## src/rtl/rxpa_pkg.sv

```systemverilog
`timescale 1ns/1ps
package rxpa_pkg;

    typedef enum logic [2:0] {
        ST_IDLE         = 3'd0,
        ST_WAIT_LOCK    = 3'd1,
        ST_PULSE        = 3'd2,
        ST_WAIT_RSTDONE = 3'd3,
        ST_WAIT_SYNC    = 3'd4,
        ST_ALIGNED      = 3'd5,
        ST_FAIL         = 3'd6
    } rxpa_state_e;

    // bit positions inside the synchronized input vector
    localparam int SY_LOCK  = 0;
    localparam int SY_IDLE  = 1;
    localparam int SY_RDONE = 2;
    localparam int SY_SDONE = 3;
    localparam int SY_PHASE = 4;
    localparam int SY_COUNT = 5;

    // upper bound on the start request width
    localparam longint START_LIMIT_PS = 64'd50000;

    function automatic int rxpa_max3(input int a, input int b, input int c);
        int m;
        m = (a > b) ? a : b;
        return (m > c) ? m : c;
    endfunction

endpackage

```

## src/rtl/rxpa_sync.sv

```systemverilog
`timescale 1ns/1ps
module rxpa_sync #(
    parameter int             W       = 1,
    parameter logic [W-1:0]   RST_VAL = '0
) (
    input  logic         clk,
    input  logic         rst_n,
    input  logic [W-1:0] d,
    output logic [W-1:0] q
);

    for (genvar i = 0; i < W; i++) begin : g_bit
        logic stage1;
        logic stage2;

        always_ff @(posedge clk or negedge rst_n) begin
            if (!rst_n) begin
                stage1 <= RST_VAL[i];
                stage2 <= RST_VAL[i];
            end else begin
                stage1 <= d[i];
                stage2 <= stage1;
            end
        end

        assign q[i] = stage2;
    end

endmodule

```

## src/rtl/rxpa_dwell.sv

```systemverilog
`timescale 1ns/1ps
module rxpa_dwell #(
    parameter int W = 8
) (
    input  logic         clk,
    input  logic         rst_n,
    input  logic         restart,
    output logic [W-1:0] count
);

    always_ff @(posedge clk or negedge rst_n) begin
        if (!rst_n) begin
            count <= '0;
        end else if (restart) begin
            count <= '0;
        end else if (count != {W{1'b1}}) begin
            count <= count + 1'b1;
        end
    end

endmodule

```

## src/rtl/rxpa_retry.sv

```systemverilog
`timescale 1ns/1ps
module rxpa_retry #(
    parameter int W = 4
) (
    input  logic         clk,
    input  logic         rst_n,
    input  logic         bump,
    output logic [W-1:0] count
);

    always_ff @(posedge clk or negedge rst_n) begin
        if (!rst_n) begin
            count <= '0;
        end else if (bump && (count != {W{1'b1}})) begin
            count <= count + 1'b1;
        end
    end

    AST_RETRY_STEP: assert property (@(posedge clk) disable iff (!rst_n)
        rst_n |=> (count == $past(count)) || (count == $past(count) + 1'b1));

endmodule

```

## src/rtl/rx_phase_align_seq.sv

```systemverilog
`timescale 1ns/1ps
module rx_phase_align_seq
    import rxpa_pkg::*;
#(
    parameter int CLK_PERIOD_PS = 4000,
    parameter int PULSE_CYCLES  = 8,
    parameter int RSTDONE_TMO   = 1024,
    parameter int SYNC_TMO      = 4096,
    parameter int RETRY_W       = 4
) (
    input  logic               clk,
    input  logic               rst_n,
    input  logic               rx_reset_i,
    input  logic               rate_change_i,
    input  logic               cdr_lock_i,
    input  logic               elec_idle_i,
    input  logic               dly_rst_done_i,
    input  logic               sync_done_i,
    input  logic               phase_done_i,
    input  logic               sync_out_i,
    input  logic               data_bad_i,
    output logic               dly_rst_o,
    output logic               sync_mode_o,
    output logic               sync_all_o,
    output logic               busy_o,
    output logic               aligned_o,
    output logic               failed_o,
    output logic [RETRY_W-1:0] retry_cnt_o
);

    localparam int     MAX_SPAN   = rxpa_max3(PULSE_CYCLES, RSTDONE_TMO, SYNC_TMO);
    localparam int     DWELL_W    = $clog2(MAX_SPAN + 1);
    localparam longint START_PS   = longint'(PULSE_CYCLES) * longint'(CLK_PERIOD_PS);
    localparam logic [DWELL_W-1:0] PULSE_LAST = DWELL_W'(PULSE_CYCLES - 1);
    localparam logic [DWELL_W-1:0] RDONE_LAST = DWELL_W'(RSTDONE_TMO - 1);
    localparam logic [DWELL_W-1:0] SYNC_LAST  = DWELL_W'(SYNC_TMO - 1);
    localparam logic [SY_COUNT-1:0] SY_RST    = SY_COUNT'(1) << SY_IDLE;

    // elaboration checks on the timing parameters
    if (START_PS >= START_LIMIT_PS) begin : g_start_too_wide
        $error("start request of %0d cycles at %0d ps is not below 50 ns",
               PULSE_CYCLES, CLK_PERIOD_PS);
    end
    if (PULSE_CYCLES < 1) begin : g_start_empty
        $error("PULSE_CYCLES must be at least 1");
    end
    if (RSTDONE_TMO < 2 || SYNC_TMO < 2) begin : g_tmo_short
        $error("timeouts must be at least 2 cycles");
    end

    // ------------------------------------------------------------------
    // input synchronizers
    // ------------------------------------------------------------------
    logic [SY_COUNT-1:0] raw_in;
    logic [SY_COUNT-1:0] syn_in;

    assign raw_in[SY_LOCK]  = cdr_lock_i;
    assign raw_in[SY_IDLE]  = elec_idle_i;
    assign raw_in[SY_RDONE] = dly_rst_done_i;
    assign raw_in[SY_SDONE] = sync_done_i;
    assign raw_in[SY_PHASE] = phase_done_i;

    rxpa_sync #(
        .W       (SY_COUNT),
        .RST_VAL (SY_RST)
    ) u_sync (
        .clk   (clk),
        .rst_n (rst_n),
        .d     (raw_in),
        .q     (syn_in)
    );

    logic lock_s;
    logic idle_s;
    logic rdone_s;
    logic sdone_s;
    logic phase_s;
    logic link_up;

    assign lock_s  = syn_in[SY_LOCK];
    assign idle_s  = syn_in[SY_IDLE];
    assign rdone_s = syn_in[SY_RDONE];
    assign sdone_s = syn_in[SY_SDONE];
    assign phase_s = syn_in[SY_PHASE];
    assign link_up = lock_s && !idle_s;

    // single-lane automatic configuration
    assign sync_mode_o = 1'b1;
    assign sync_all_o  = sync_out_i;

    // ------------------------------------------------------------------
    // state, dwell counter and retry counter
    // ------------------------------------------------------------------
    rxpa_state_e        state;
    rxpa_state_e        state_nx;
    logic               bump;
    logic               restart;
    logic               sdone_low_seen;
    logic [DWELL_W-1:0] dwell;
    logic               past_lock_wait;

    assign restart        = (state_nx != state);
    assign past_lock_wait = (state != ST_IDLE) && (state != ST_WAIT_LOCK);

    rxpa_dwell #(
        .W (DWELL_W)
    ) u_dwell (
        .clk     (clk),
        .rst_n   (rst_n),
        .restart (restart),
        .count   (dwell)
    );

    rxpa_retry #(
        .W (RETRY_W)
    ) u_retry (
        .clk   (clk),
        .rst_n (rst_n),
        .bump  (bump),
        .count (retry_cnt_o)
    );

    // next state: restart causes first, in priority order, then the walk
    always_comb begin
        state_nx = state;
        bump     = 1'b0;
        if (rx_reset_i) begin
            state_nx = ST_IDLE;
        end else if (past_lock_wait && !link_up) begin
            state_nx = ST_WAIT_LOCK;
        end else if ((state != ST_IDLE) && rate_change_i) begin
            state_nx = ST_WAIT_LOCK;
        end else begin
            unique case (state)
                ST_IDLE: begin
                    state_nx = ST_WAIT_LOCK;
                end
                ST_WAIT_LOCK: begin
                    if (link_up) begin
                        state_nx = ST_PULSE;
                    end
                end
                ST_PULSE: begin
                    if (dwell == PULSE_LAST) begin
                        state_nx = ST_WAIT_RSTDONE;
                    end
                end
                ST_WAIT_RSTDONE: begin
                    if (rdone_s) begin
                        state_nx = ST_WAIT_SYNC;
                    end else if (dwell == RDONE_LAST) begin
                        state_nx = ST_WAIT_LOCK;
                        bump     = 1'b1;
                    end
                end
                ST_WAIT_SYNC: begin
                    if (sdone_s && sdone_low_seen) begin
                        state_nx = phase_s ? ST_ALIGNED : ST_FAIL;
                    end else if (dwell == SYNC_LAST) begin
                        state_nx = ST_WAIT_LOCK;
                        bump     = 1'b1;
                    end
                end
                ST_ALIGNED: begin
                    if (data_bad_i) begin
                        state_nx = ST_WAIT_LOCK;
                        bump     = 1'b1;
                    end
                end
                ST_FAIL: begin
                    state_nx = ST_WAIT_LOCK;
                    bump     = 1'b1;
                end
                default: begin
                    state_nx = ST_IDLE;
                end
            endcase
        end
    end

    // state register
    always_ff @(posedge clk or negedge rst_n) begin
        if (!rst_n) begin
            state <= ST_IDLE;
        end else begin
            state <= state_nx;
        end
    end

    // a sync done counts only once it has been seen low in this run
    always_ff @(posedge clk or negedge rst_n) begin
        if (!rst_n) begin
            sdone_low_seen <= 1'b0;
        end else if ((state_nx == ST_PULSE) && (state != ST_PULSE)) begin
            sdone_low_seen <= 1'b0;
        end else if (!sdone_s) begin
            sdone_low_seen <= 1'b1;
        end
    end

    // registered outputs, decoded from the next state
    always_ff @(posedge clk or negedge rst_n) begin
        if (!rst_n) begin
            dly_rst_o <= 1'b0;
            busy_o    <= 1'b0;
            aligned_o <= 1'b0;
            failed_o  <= 1'b0;
        end else begin
            dly_rst_o <= (state_nx == ST_PULSE);
            busy_o    <= (state_nx == ST_WAIT_LOCK) || (state_nx == ST_PULSE) ||
                         (state_nx == ST_WAIT_RSTDONE) || (state_nx == ST_WAIT_SYNC);
            aligned_o <= (state_nx == ST_ALIGNED);
            failed_o  <= (state_nx == ST_FAIL);
        end
    end

    // ------------------------------------------------------------------
    // checks
    // ------------------------------------------------------------------
    logic [DWELL_W-1:0] start_run;

    always_ff @(posedge clk or negedge rst_n) begin
        if (!rst_n) begin
            start_run <= '0;
        end else if (!dly_rst_o) begin
            start_run <= '0;
        end else if (start_run != {DWELL_W{1'b1}}) begin
            start_run <= start_run + 1'b1;
        end
    end

    AST_START_NEEDS_LINK: assert property (@(posedge clk) disable iff (!rst_n)
        $rose(dly_rst_o) |-> ($past(lock_s) && !$past(idle_s)));

    AST_START_BOUNDED: assert property (@(posedge clk) disable iff (!rst_n)
        dly_rst_o |-> (start_run < DWELL_W'(PULSE_CYCLES)));

    AST_SYNC_AFTER_RDONE: assert property (@(posedge clk) disable iff (!rst_n)
        $rose(aligned_o) |-> $past(sdone_low_seen));

    AST_ALIGN_NEEDS_PHASE: assert property (@(posedge clk) disable iff (!rst_n)
        $rose(aligned_o) |-> ($past(phase_s) && $past(sdone_s)));

    AST_FAIL_ONE_CYCLE: assert property (@(posedge clk) disable iff (!rst_n)
        failed_o |=> !failed_o);

    AST_BAD_DATA_DROP: assert property (@(posedge clk) disable iff (!rst_n)
        (aligned_o && data_bad_i) |=> !aligned_o);

    AST_RX_RESET_IDLE: assert property (@(posedge clk) disable iff (!rst_n)
        rx_reset_i |=> (!busy_o && !aligned_o && !dly_rst_o));

    AST_RATE_DROP: assert property (@(posedge clk) disable iff (!rst_n)
        (aligned_o && rate_change_i) |=> !aligned_o);

    AST_LINK_LOSS_DROP: assert property (@(posedge clk) disable iff (!rst_n)
        (aligned_o && !link_up) |=> !aligned_o);

    AST_RETRY_MONOTONIC: assert property (@(posedge clk) disable iff (!rst_n)
        rst_n |=> (retry_cnt_o >= $past(retry_cnt_o)));

    AST_FLAGS_EXCLUSIVE: assert property (@(posedge clk) disable iff (!rst_n)
        $onehot0({busy_o, aligned_o, failed_o}));

endmodule

```

## config.mk

```make
export PLATFORM = sky130hd
export DESIGN_NAME = rx_phase_align_seq
export DESIGN_NICKNAME = d
export VERILOG_FILES = /design/src/rtl/rxpa_pkg.sv /design/src/rtl/rxpa_sync.sv /design/src/rtl/rxpa_dwell.sv /design/src/rtl/rxpa_retry.sv /design/src/rtl/rx_phase_align_seq.sv
export SDC_FILE = /design/constraint.sdc
export NUM_CORES = 1
export LEC_CHECK = 0
export BUFFER_PORTS_ARGS = -buffer_cell sky130_fd_sc_hd__buf_2
export CAP_MARGIN = 25
export CORE_MARGIN = 3
export CORE_UTILIZATION = 50
export CTS_CLUSTER_DIAMETER = 100
export CTS_CLUSTER_SIZE = 30
export DETAILED_ROUTE_END_ITERATION = 8
export HOLD_SLACK_MARGIN = 0.03
export PLACE_DENSITY = 0.67
export SLEW_MARGIN = 10
export SYNTH_ARGS = -nofsm -noshare
export SYNTH_HDL_FRONTEND = slang
export SYNTH_HIERARCHICAL = 1
export SYNTH_SLANG_ARGS = --single-unit
```

## constraint.sdc

```tcl
create_clock -name clk -period 3.3 [get_ports clk]
set_clock_uncertainty 0.15 [all_clocks]
set_input_delay 0.165 -clock clk [delete_from_list [all_inputs] [get_ports clk]]
set_output_delay 0.165 -clock clk [all_outputs]
set_load 0.05 [all_outputs]
```

# Word-level counts from Yosys, hierarchy flattened
# Cells that the tools add are included.
[word_totals]
output_inout_bits = 10
reg_bits = 35
wordCells = 82
in_bits = 11
[op_classes]
n_reduce_logical = 16
add_sub_neg = 2
n_mux = 25
n_eq_ne = 21
[op_table]
columns = ["op", "count"]
rows = [
  ["$mux W3", 10],
  ["$mux W13", 2],
  ["$eq A3 B3 Y1 const B", 6],
  ["$pmux W3 S6", 1],
  ["$add A13 B1 Y13 const B", 1],
  ["$eq A13 B10 Y1 const B", 1],
  ["$eq A13 B12 Y1 const B", 1],
  ["$eq A13 B3 Y1 const B", 1],
  ["$ne A13 B13 Y1 const B", 1],
  ["$eq A3 B2 Y1 const B", 4],
  ["$mux W1", 10],
  ["$logic_and A1 B1 Y1", 7],
  ["$eq A3 B1 Y1 const B", 2],
  ["$add A4 B1 Y4 const B", 1],
  ["$ne A4 B4 Y1 const B", 1],
  ["$pmux W1 S4", 1],
  ["$logic_not A3 Y1", 1],
  ["$logic_or A1 B1 Y1", 3],
  ["$ne A3 B1 Y1 const B", 1],
  ["$ne A3 B2 Y1 const B", 1],
  ["$ne A3 B3 Y1", 1],
  ["$reduce_bool A3 Y1", 1],
  ["$logic_not A1 Y1", 2],
  ["$mux W2", 1],
  ["3 further kinds", 3],
]

# Logic depth before layout (Yosys ltp)
# Gate-level depths: netlist of the first run.
[logic_depth]
ltp_word = 11
mapped_depth = 10

# Hierarchy
# The synthesis of the first run kept the hierarchy.
[by_module_without_submodules]
columns = ["mod", "n_inst", "cells_per_inst", "area_each_um2", "seq_area_each_um2"]
rows = [
  ["rxpa_dwell", 1, 72, 728.2, 325.3],
  ["rx_phase_align_seq", 1, 80, 651.9, 200.2],
  ["rxpa_sync", 1, 15, 290.3, 252.7],
  ["rxpa_retry", 1, 20, 210.2, 100.1],
]

# Worst setup path before layout of the first run
# No wires, ideal clock.
[synth_path]
path_type = "register to register"
startpoint = "register u_dwell.count[3]"
endpoint = "register u_dwell.count[6]"
t_arrival_ps = 2320
path_buffers = 1
required_ps = 3064
setup_slack_ps = 744
stages_incl_launch_ff = 9
setup_time_ps = 86
cell_sequence = "dfrtp_1 or4_4 nor3_2 a31oi_1 o311a_2 or3_1 a22o_1 dlygate4sd1_1 nor3_1"
[synth_via]
elab_chain_len = 9
[synth_lines]
columns = ["element", "line_no", "source"]
rows = [
  ["from (decl)", "rxpa_dwell.sv:8", "output logic [W-1:0] count"],
  ["from (signal assigned)", "rxpa_dwell.sv:17", "count <= count + 1'b1;"],
  ["$eq A13 B12 Y1 or $eq A13 B10 Y1 (tied branches)", "rx_phase_align_seq.sv:159, rx_phase_align_seq.sv:151", ""],
  ["$mux W3, on equally long branches", "rx_phase_align_seq.sv:159, rx_phase_align_seq.sv:151", ""],
  ["$mux W3, on equally long branches", "rx_phase_align_seq.sv:157, rx_phase_align_seq.sv:149", ""],
  ["$pmux W3 S6 *", "rx_phase_align_seq.sv:134", "unique case (state)"],
  ["$mux W3 *", "rx_phase_align_seq.sv:131", "end else if ((state != ST_IDLE) && rate_change_i) begin"],
  ["$mux W3 *", "rx_phase_align_seq.sv:129", "end else if (past_lock_wait && !link_up) begin"],
  ["$mux W3 *", "rx_phase_align_seq.sv:127", "if (rx_reset_i) begin"],
  ["$ne A3 B3 Y1 *", "rx_phase_align_seq.sv:102", "assign restart = (state_nx != state);"],
  ["named net restart", "rx_phase_align_seq.sv:97", "logic restart;"],
  ["$mux W13 or $reduce_bool A2 Y1 (tied branches)", "--", ""],
]
# Mark *: on every way through the listed nets, which the timed path passes. The rest lies on a longest branch. The select of a mux whose other input is x is not followed.
# A chain may end at the register's enable or synchronous reset.

# Worst setup path in the final report of the first run
[layout_path]
startpoint = "register u_dwell.count[2]"
endpoint = "register u_dwell.count[5]"
# The elaborated chain is that of the path after synthesis.

==> flow_metrics.py, run 1 <==
metrics = {
    "outcome": {
        "outcome": "complete, no violations",
    },
    "timing": {
        "whs_ns": 0.128,
        "worst_slew_pin_slew_ns": 0.741,
        "layout_setup_ws_ns": 0.370,
        "max_clock_freq_ghz": 0.341,
        "hold_viol_final": 0,
        "min_period_ns": 2.93,
        "setup_tns_ns": 0,
        "rsz0062_at_grt": "false",
        "slew_violations": 0,
        "fin_crit_sh": 0.888,
        "relSlewSlack": 0.506,
        "setup_violations": 0,
    },
    "cts": {
        "clk_latency_ns": 0.29,
        "clk_pin_slew_ns": 0.07,
        "cts_tree": "done",
        "htree_num_levels": 2,
        "cts_sinks": 35,
        "cts_root_buffer": "clkbuf_8",
        "cts_resized": 0,
        "cts_buffer_depth": 2,
        "cts_buffers": 5,
    },
    "logic_synthesis": {
        "avgSynthCellArea_um2": 10.1,
        "yosysUniqueCellTypes": 57,
        "synth-main-ff-cell": "dfrtp_1",
        "syn-num-nets": 200,
        "netlist_area_um2": 1880,
        "ys_seq_area_frac": 0.467,
        "yosys_warnings": 6,
        "syn-instance-count": 187,
        "ys_async_sr_fraction": 1.00,
        "synth-seq-cells": 35,
        "synth_edf_count": 0,
    },
    "worst_setup_path": {
        "start_kind": "flip-flop",
        "crit_fanout": 15,
        "critPathMaxStageDelay_ns": 0.52,
        "cp_common_cell": "a21oi_1",
        "required_ns": 3.33,
        "path_class": "flip-flop to flip-flop",
        "end_kind": "flip-flop",
        "cp_slowest_cell": "a22o_1",
        "worstPathArrival_ns": 2.96,
        "path_cells": "nand3_1 -> nor3b_1 -> a21oi_1 -> o311a_2 -> o21ai_0 -> a22o_1 -> nand2b_1 -> a21oi_1 -> a31o_2",
    },
    "power_and_ir_drop": {
        "ir_drop_mv": 0.484,
        "p_clk_frac": 0.325,
        "seq_power_share": 0.398,
        "p_per_area_nw_per_um2": 660,
        "p_leak_nw": 0.919,
        "p_switching_uw": 490,
        "combinationalPowerShare": 0.277,
        "sw_frac_of_total": 0.348,
        "power.total_mw": 1.41,
        "internal_power_uw": 916,
    },
    "die": {
        "initial_core_util": 0.542,
        "die_w_um": 67.3,
        "core_area_um2": 3470,
        "boundaryPins": 21,
        "rows": 21,
        "die-height_um": 67.3,
        "die_area_um2": 4530,
    },
    "global_routing": {
        "grt_pass1_vias": 1397,
        "grt_first_pass_wirelength_um": 6270,
        "grt_antenna_before_repair": 0,
        "grt_max_degree": 36,
        "grt.overflow.total": 0,
        "track_usage": 0.188,
    },
    "place": {
        "port_buffers": 17,
        "placed_area_um2": 1930,
        "dp_hpwl_um": 2640,
        "pre_cts_slack_ns": 0.450,
        "routabilityCongestion": 0.948,
        "dpl.cell_count": 238,
    },
    "detailed_routing": {
        "dr_total_vias": 1508,
        "antenna_left": 0,
        "vias_per_cell": 5.98,
        "routed_wl_um": 3820,
        "drt_pass1_iterations": 4,
        "post-route-drc-count": 0,
        "wl_per_cell_um": 15.2,
        "drt_iter0_drc": 151,
    },
    "layout": {
        "drive_above_1_share": 0.199,
        "areaGrowthSynthToFinish_pct": 13.2,
        "final_area_um2": 2130,
        "finalNonFillerCells": 252,
        "final_nets": 218,
        "fin_util": 0.614,
        "antennaDiodeCount": 0,
    },
    "job": {
        "drv_cap": 0,
    },
    "min_path": {
        "hp-class": "input port to flip-flop",
    },
}
[what timing repair did]
action	CTS	global route
hold endpoints to repair	38	0
setup buffers	0	0
hold buffers	6	0
endpoints found under the setup margin	0	0
[cells in the final DEF (no fill, tap or decap), types with 3 or more instances in the layout]
master / count
dfrtp_1: 33
nor3_1: 4
nand3_1: 8
a31oi_1: 7
nor2_1: 18
o21ai_0: 3
nor2b_1: 4
nand4_1: 5
nand2_1: 7
inv_1: 7
nand2b_1: 6
buf_2: 17
dlygate4sd3_1: 6
clkbuf_8: 5
a21oi_1: 12
xnor2_1: 3
or3_1: 3
and3_1: 5
[flip-flops by register name, summed over array words and instances (netlist names)]
name / count
failed_o: 1
u_dwell/count: 13
u_retry/count: 4
u_sync/g_bit.stage1: 5
busy_o: 1
state: 3
aligned_o: 1
dly_rst_o: 1
sdone_low_seen: 1
u_sync/g_bit.stage2: 5
[critical path: cells and delay by family (launching register included)]
family          cells  cell delay (ns)
simple gates        3             0.64
flops               1             0.46
compound gates      6             1.58
[cell families after synthesis]
family	after synthesis	synth area share
AOI/OAI and AO/OA	46	0.176
xor gates and xnor gates	3	0.0140
adders and majority gates	3	0.0186
buffers and inverters	19	0.0619
DFF	35	0.467
muxes	3	0.0166
other	1	0.00199
and+or+nand+nor	77	0.244
[metal layers]
layer | up-vias | share of wire | global-route usage
li1 | 720 | - | -
met4 | 0 | 0.036 | 0.116
met2 | 66 | 0.46 | 0.279
met3 | 18 | 0.066 | 0.0532
met5 | - | 0 | 0
met1 | 704 | 0.43 | 0.240
[power by group through the flow]
stage          clock (mW)  combinational (mW)  sequential, mW
6_report            0.457               0.390           0.559
5_1_grt             0.491               0.420           0.572
4_1_cts             0.470               0.386           0.557
3_5_place_dp            0               0.377           0.565
3_3_place_gp            0               0.369           0.558
2_1_floorplan           0               0.223           0.633
[path summary, 6_finish.rpt]
check                                       start                      to  slack (ns)  cells past startpoint
hold / removal                         rx_reset_i                  busy_o        0.13                      3
hold reg to reg            u_sync/g_bit[4].stage1  u_sync/g_bit[4].stage2        0.20                      0
min in group asynchronous                   rst_n       u_dwell/count[10]        0.32                      2
setup / recovery                 u_dwell/count[2]        u_dwell/count[5]        0.37                      9
setup reg to reg                 u_dwell/count[2]        u_dwell/count[5]        0.37                      9
max in group asynchronous                   rst_n        u_dwell/count[5]        2.20                      2
[cell usage after synthesis (3+ instances only)]
| library cell | count | area, um^2 |
|---|---|---|
| a21oi_1 | 12 | 60.1 |
| a31oi_1 | 7 | 43.8 |
| and3_1 | 5 | 31.3 |
| buf_4 | 7 | 52.6 |
| dfrtp_1 | 33 | 826 |
| inv_1 | 7 | 26.3 |
| nand2_1 | 7 | 26.3 |
| nand2b_1 | 6 | 37.5 |
| nand3_1 | 8 | 40.0 |
| nand4_1 | 5 | 31.3 |
| nor2_1 | 18 | 67.6 |
| nor2b_1 | 4 | 25.0 |
| nor3_1 | 4 | 20.0 |
| o21ai_0 | 3 | 15.0 |
| or3_1 | 3 | 18.8 |
| xnor2_1 | 3 | 26.3 |
[final cells by class]
type	instances	area (um^2)
Fill cell	312	1340
Multi-Input combinational cell	133	886
Sequential cell	35	878
Timing Repair Buffer	23	145
Clock buffer	5	68.8
Clock inverter	3	67.6
Tap cell	46	57.6
Inverter	7	26.3
Note: power is estimated with default switching activity, not from simulation.
==> inputs of run 2 (changes only) <==
- BUFFER_PORTS_ARGS: -buffer_cell sky130_fd_sc_hd__buf_2 -> -buffer_cell sky130_fd_sc_hd__buf_4
- CELL_PAD_IN_SITES_DETAIL_PLACEMENT: not set -> 1
- CELL_PAD_IN_SITES_GLOBAL_PLACEMENT: not set -> 1
- CORE_UTILIZATION: 50 -> 45
- GPL_ROUTABILITY_DRIVEN: not set -> 0
- PLACE_DENSITY: 0.67 -> 0.75
==> run 2 against run 1 <==
Final area hardly changed. Routed wire length rose by 18%. Combinational power is 8.2% higher. Largest power group unchanged.
==> flow_metrics.py, run 2 (same netlist as run 1, synthesis figures left out) <==
metrics = {
    "timing": {
        "min_period_ns": 2.97,
        "layout_setup_ws_ns": 0.330,
        "hold_viol_final": 0,
        "setup_tns_ns": 0,
        "slew_violations": 0,
        "max_clock_freq_ghz": 0.337,
        "rsz0062_at_grt": "false",
        "setup_violations": 0,
        "fin_crit_sh": 0.900,
        "relSlewSlack": 0.580,
        "worst_slew_pin_slew_ns": 0.626,
        "whs_ns": 0.134,
    },
    "detailed_routing": {
        "drt_iter0_drc": 113,
        "routed_wl_um": 4510,
        "dr_total_vias": 1519,
        "wl_per_cell_um": 17.7,
        "post-route-drc-count": 0,
        "antenna_left": 0,
        "drt_pass1_iterations": 4,
        "vias_per_cell": 5.96,
    },
    "die": {
        "core_area_um2": 3850,
        "die_area_um2": 4990,
        "boundaryPins": 21,
        "rows": 22,
        "initial_core_util": 0.488,
        "die_w_um": 70.6,
        "die-height_um": 70.6,
    },
    "global_routing": {
        "grt.overflow.total": 0,
        "grt_pass1_vias": 1604,
        "grt_antenna_before_repair": 0,
        "track_usage": 0.190,
        "grt_first_pass_wirelength_um": 7590,
        "grt_max_degree": 36,
    },
    "worst_setup_path": {
        "cp_top_family": "compound AO/OA/AOI/OAI gates",
        "critical_path_buf_inv_count": 0,
        "path_class": "flip-flop to flip-flop",
        "cp_num_cells": 9,
        "cp_slowest_cell": "a22o_1",
        "cp_common_cell": "a21oi_1",
        "worstPathArrival_ns": 2.99,
        "start_kind": "flip-flop",
        "crit_path_start": "u_dwell/count[2]",
        "end_kind": "flip-flop",
        "critPathMaxStageDelay_ns": 0.53,
        "required_ns": 3.32,
        "timing.rr.start": "u_dwell/count[2]",
        "reg2regPathDepth": 9,
        "endpoint": "u_dwell/count[5]",
        "path_cells": "nand3_1 -> nor3b_1 -> a21oi_1 -> o311a_2 -> o21ai_0 -> a22o_1 -> nand2b_1 -> a21oi_1 -> a31o_2",
        "r2r_end": "u_dwell/count[5]",
        "crit_fanout": 15,
        "r2r_slack_ns": 0.33,
    },
    "layout": {
        "drive_above_1_share": 0.198,
        "regArea_um2": 878,
        "multi_input_area_um2": 886,
        "final_area_um2": 2130,
        "regMostFlops": "u_dwell/count",
        "largest_reg_flops": 13,
        "fin_util": 0.553,
        "areaGrowthSynthToFinish_pct": 13.3,
        "biggestRegsByFlops": "u_dwell/count x13, u_sync/g_bit.stage1 x5, u_sync/g_bit.stage2 x5",
        "final_cell_mix": "dfrtp_1, nor2_1, buf_4, a21oi_1, nand3_1",
        "fillCellCount": 444,
        "final_common_cell": "dfrtp_1",
        "final_nets": 219,
        "antennaDiodeCount": 0,
    },
    "min_path": {
        "hp-start": "rx_reset_i",
        "hp-class": "input port to flip-flop",
    },
    "cts": {
        "cts_tree": "done",
        "cts_buffer_depth": 2,
        "cts_root_buffer": "clkbuf_8",
        "cts_buffers": 5,
        "htree_num_levels": 2,
        "cts_sinks": 35,
        "clk_pin_slew_ns": 0.08,
        "clk_latency_ns": 0.28,
        "post-cts-setup-buffers": 0,
        "cts_resized": 0,
    },
    "power_and_ir_drop": {
        "p_clk_frac": 0.237,
        "p_switching_uw": 495,
        "p_leak_nw": 0.912,
        "combinationalPowerShare": 0.330,
        "ir_drop_mv": 0.382,
        "p_per_area_nw_per_um2": 600,
        "seq_power_share": 0.434,
        "internal_power_uw": 784,
        "sw_frac_of_total": 0.387,
    },
    "place": {
        "port_buffers": 17,
        "placed_area_um2": 1990,
        "dp_hpwl_um": 3260,
        "pre_cts_slack_ns": 0.383,
    },
    "outcome": {
        "outcome": "complete, no violations",
    },
    "job": {
        "drv_cap": 0,
    },
}
run 2: cell count changes in the layout (fill, tap and decap cells not counted):
cell,previous run,this run
buf_4,0,18
buf_2,17,0
bufinv_16,2,0
clkbuf_1,0,1
clkinv_2,0,1
run 2: power groups by stage:
stage | sequential [mW] | combinational [mW] | clock (mW)
floorplan | 0.633 | 0.223 | 0
global placement | 0.557 | 0.401 | 0
detailed placement | 0.562 | 0.416 | 0
CTS | 0.555 | 0.424 | 0.316
global route | 0.569 | 0.462 | 0.333
finish | 0.555 | 0.422 | 0.302
run 2: metal layers:
| metal | wire (um) | GRT usage | vias up |
|---|---|---|---|
| li1 | - | - | 722 |
| met4 | 40 | 0.0647 | 0 |
| met5 | 0 | 0 | - |
| met2 | 2200 | 0.300 | 22 |
| met1 | 2150 | 0.259 | 771 |
| met3 | 116 | 0.0426 | 4 |
run 2: layout make-up:
cell class,count,area share
multi-input combinational,133,0.416
sequential,35,0.412
timing repair buffer,24,0.0916
clock buffer,6,0.0341
tap,48,0.0282
inverter,7,0.0123
clock inverter,2,0.00587
run 2: tightest hold or removal path, stage by stage:
cell and delay, ns:
buf_4 0.12, a41o_1 0.18, a21oi_1 0.06
run 2: worst min-delay path by stage:
stage | to | slack (ns) | cells past startpoint
floorplan | aligned_o | -0.28 | 0
global placement | u_dwell/count[11] | -0.01 | 1
detailed placement | u_dwell/count[10] | 0.002 | 1
CTS | busy_o | 0.12 | 3
global route | busy_o | 0.15 | 3
finish | busy_o | 0.13 | 3
run 2: repair_timing:
item,CTS,global route
endpoints found under the setup margin,0,0
hold buffers,6,0
hold endpoints to repair,40,0
run 2: stage by stage:
| step | std cells | total power, mW |
|---|---|---|
| floorplan | 187 | 0.856 |
| global placement | 241 | 0.958 |
| detailed placement | 241 | 0.977 |
| CTS | 255 | 1.30 |
| global route | 255 | 1.36 |
| finish | 255 | 1.28 |
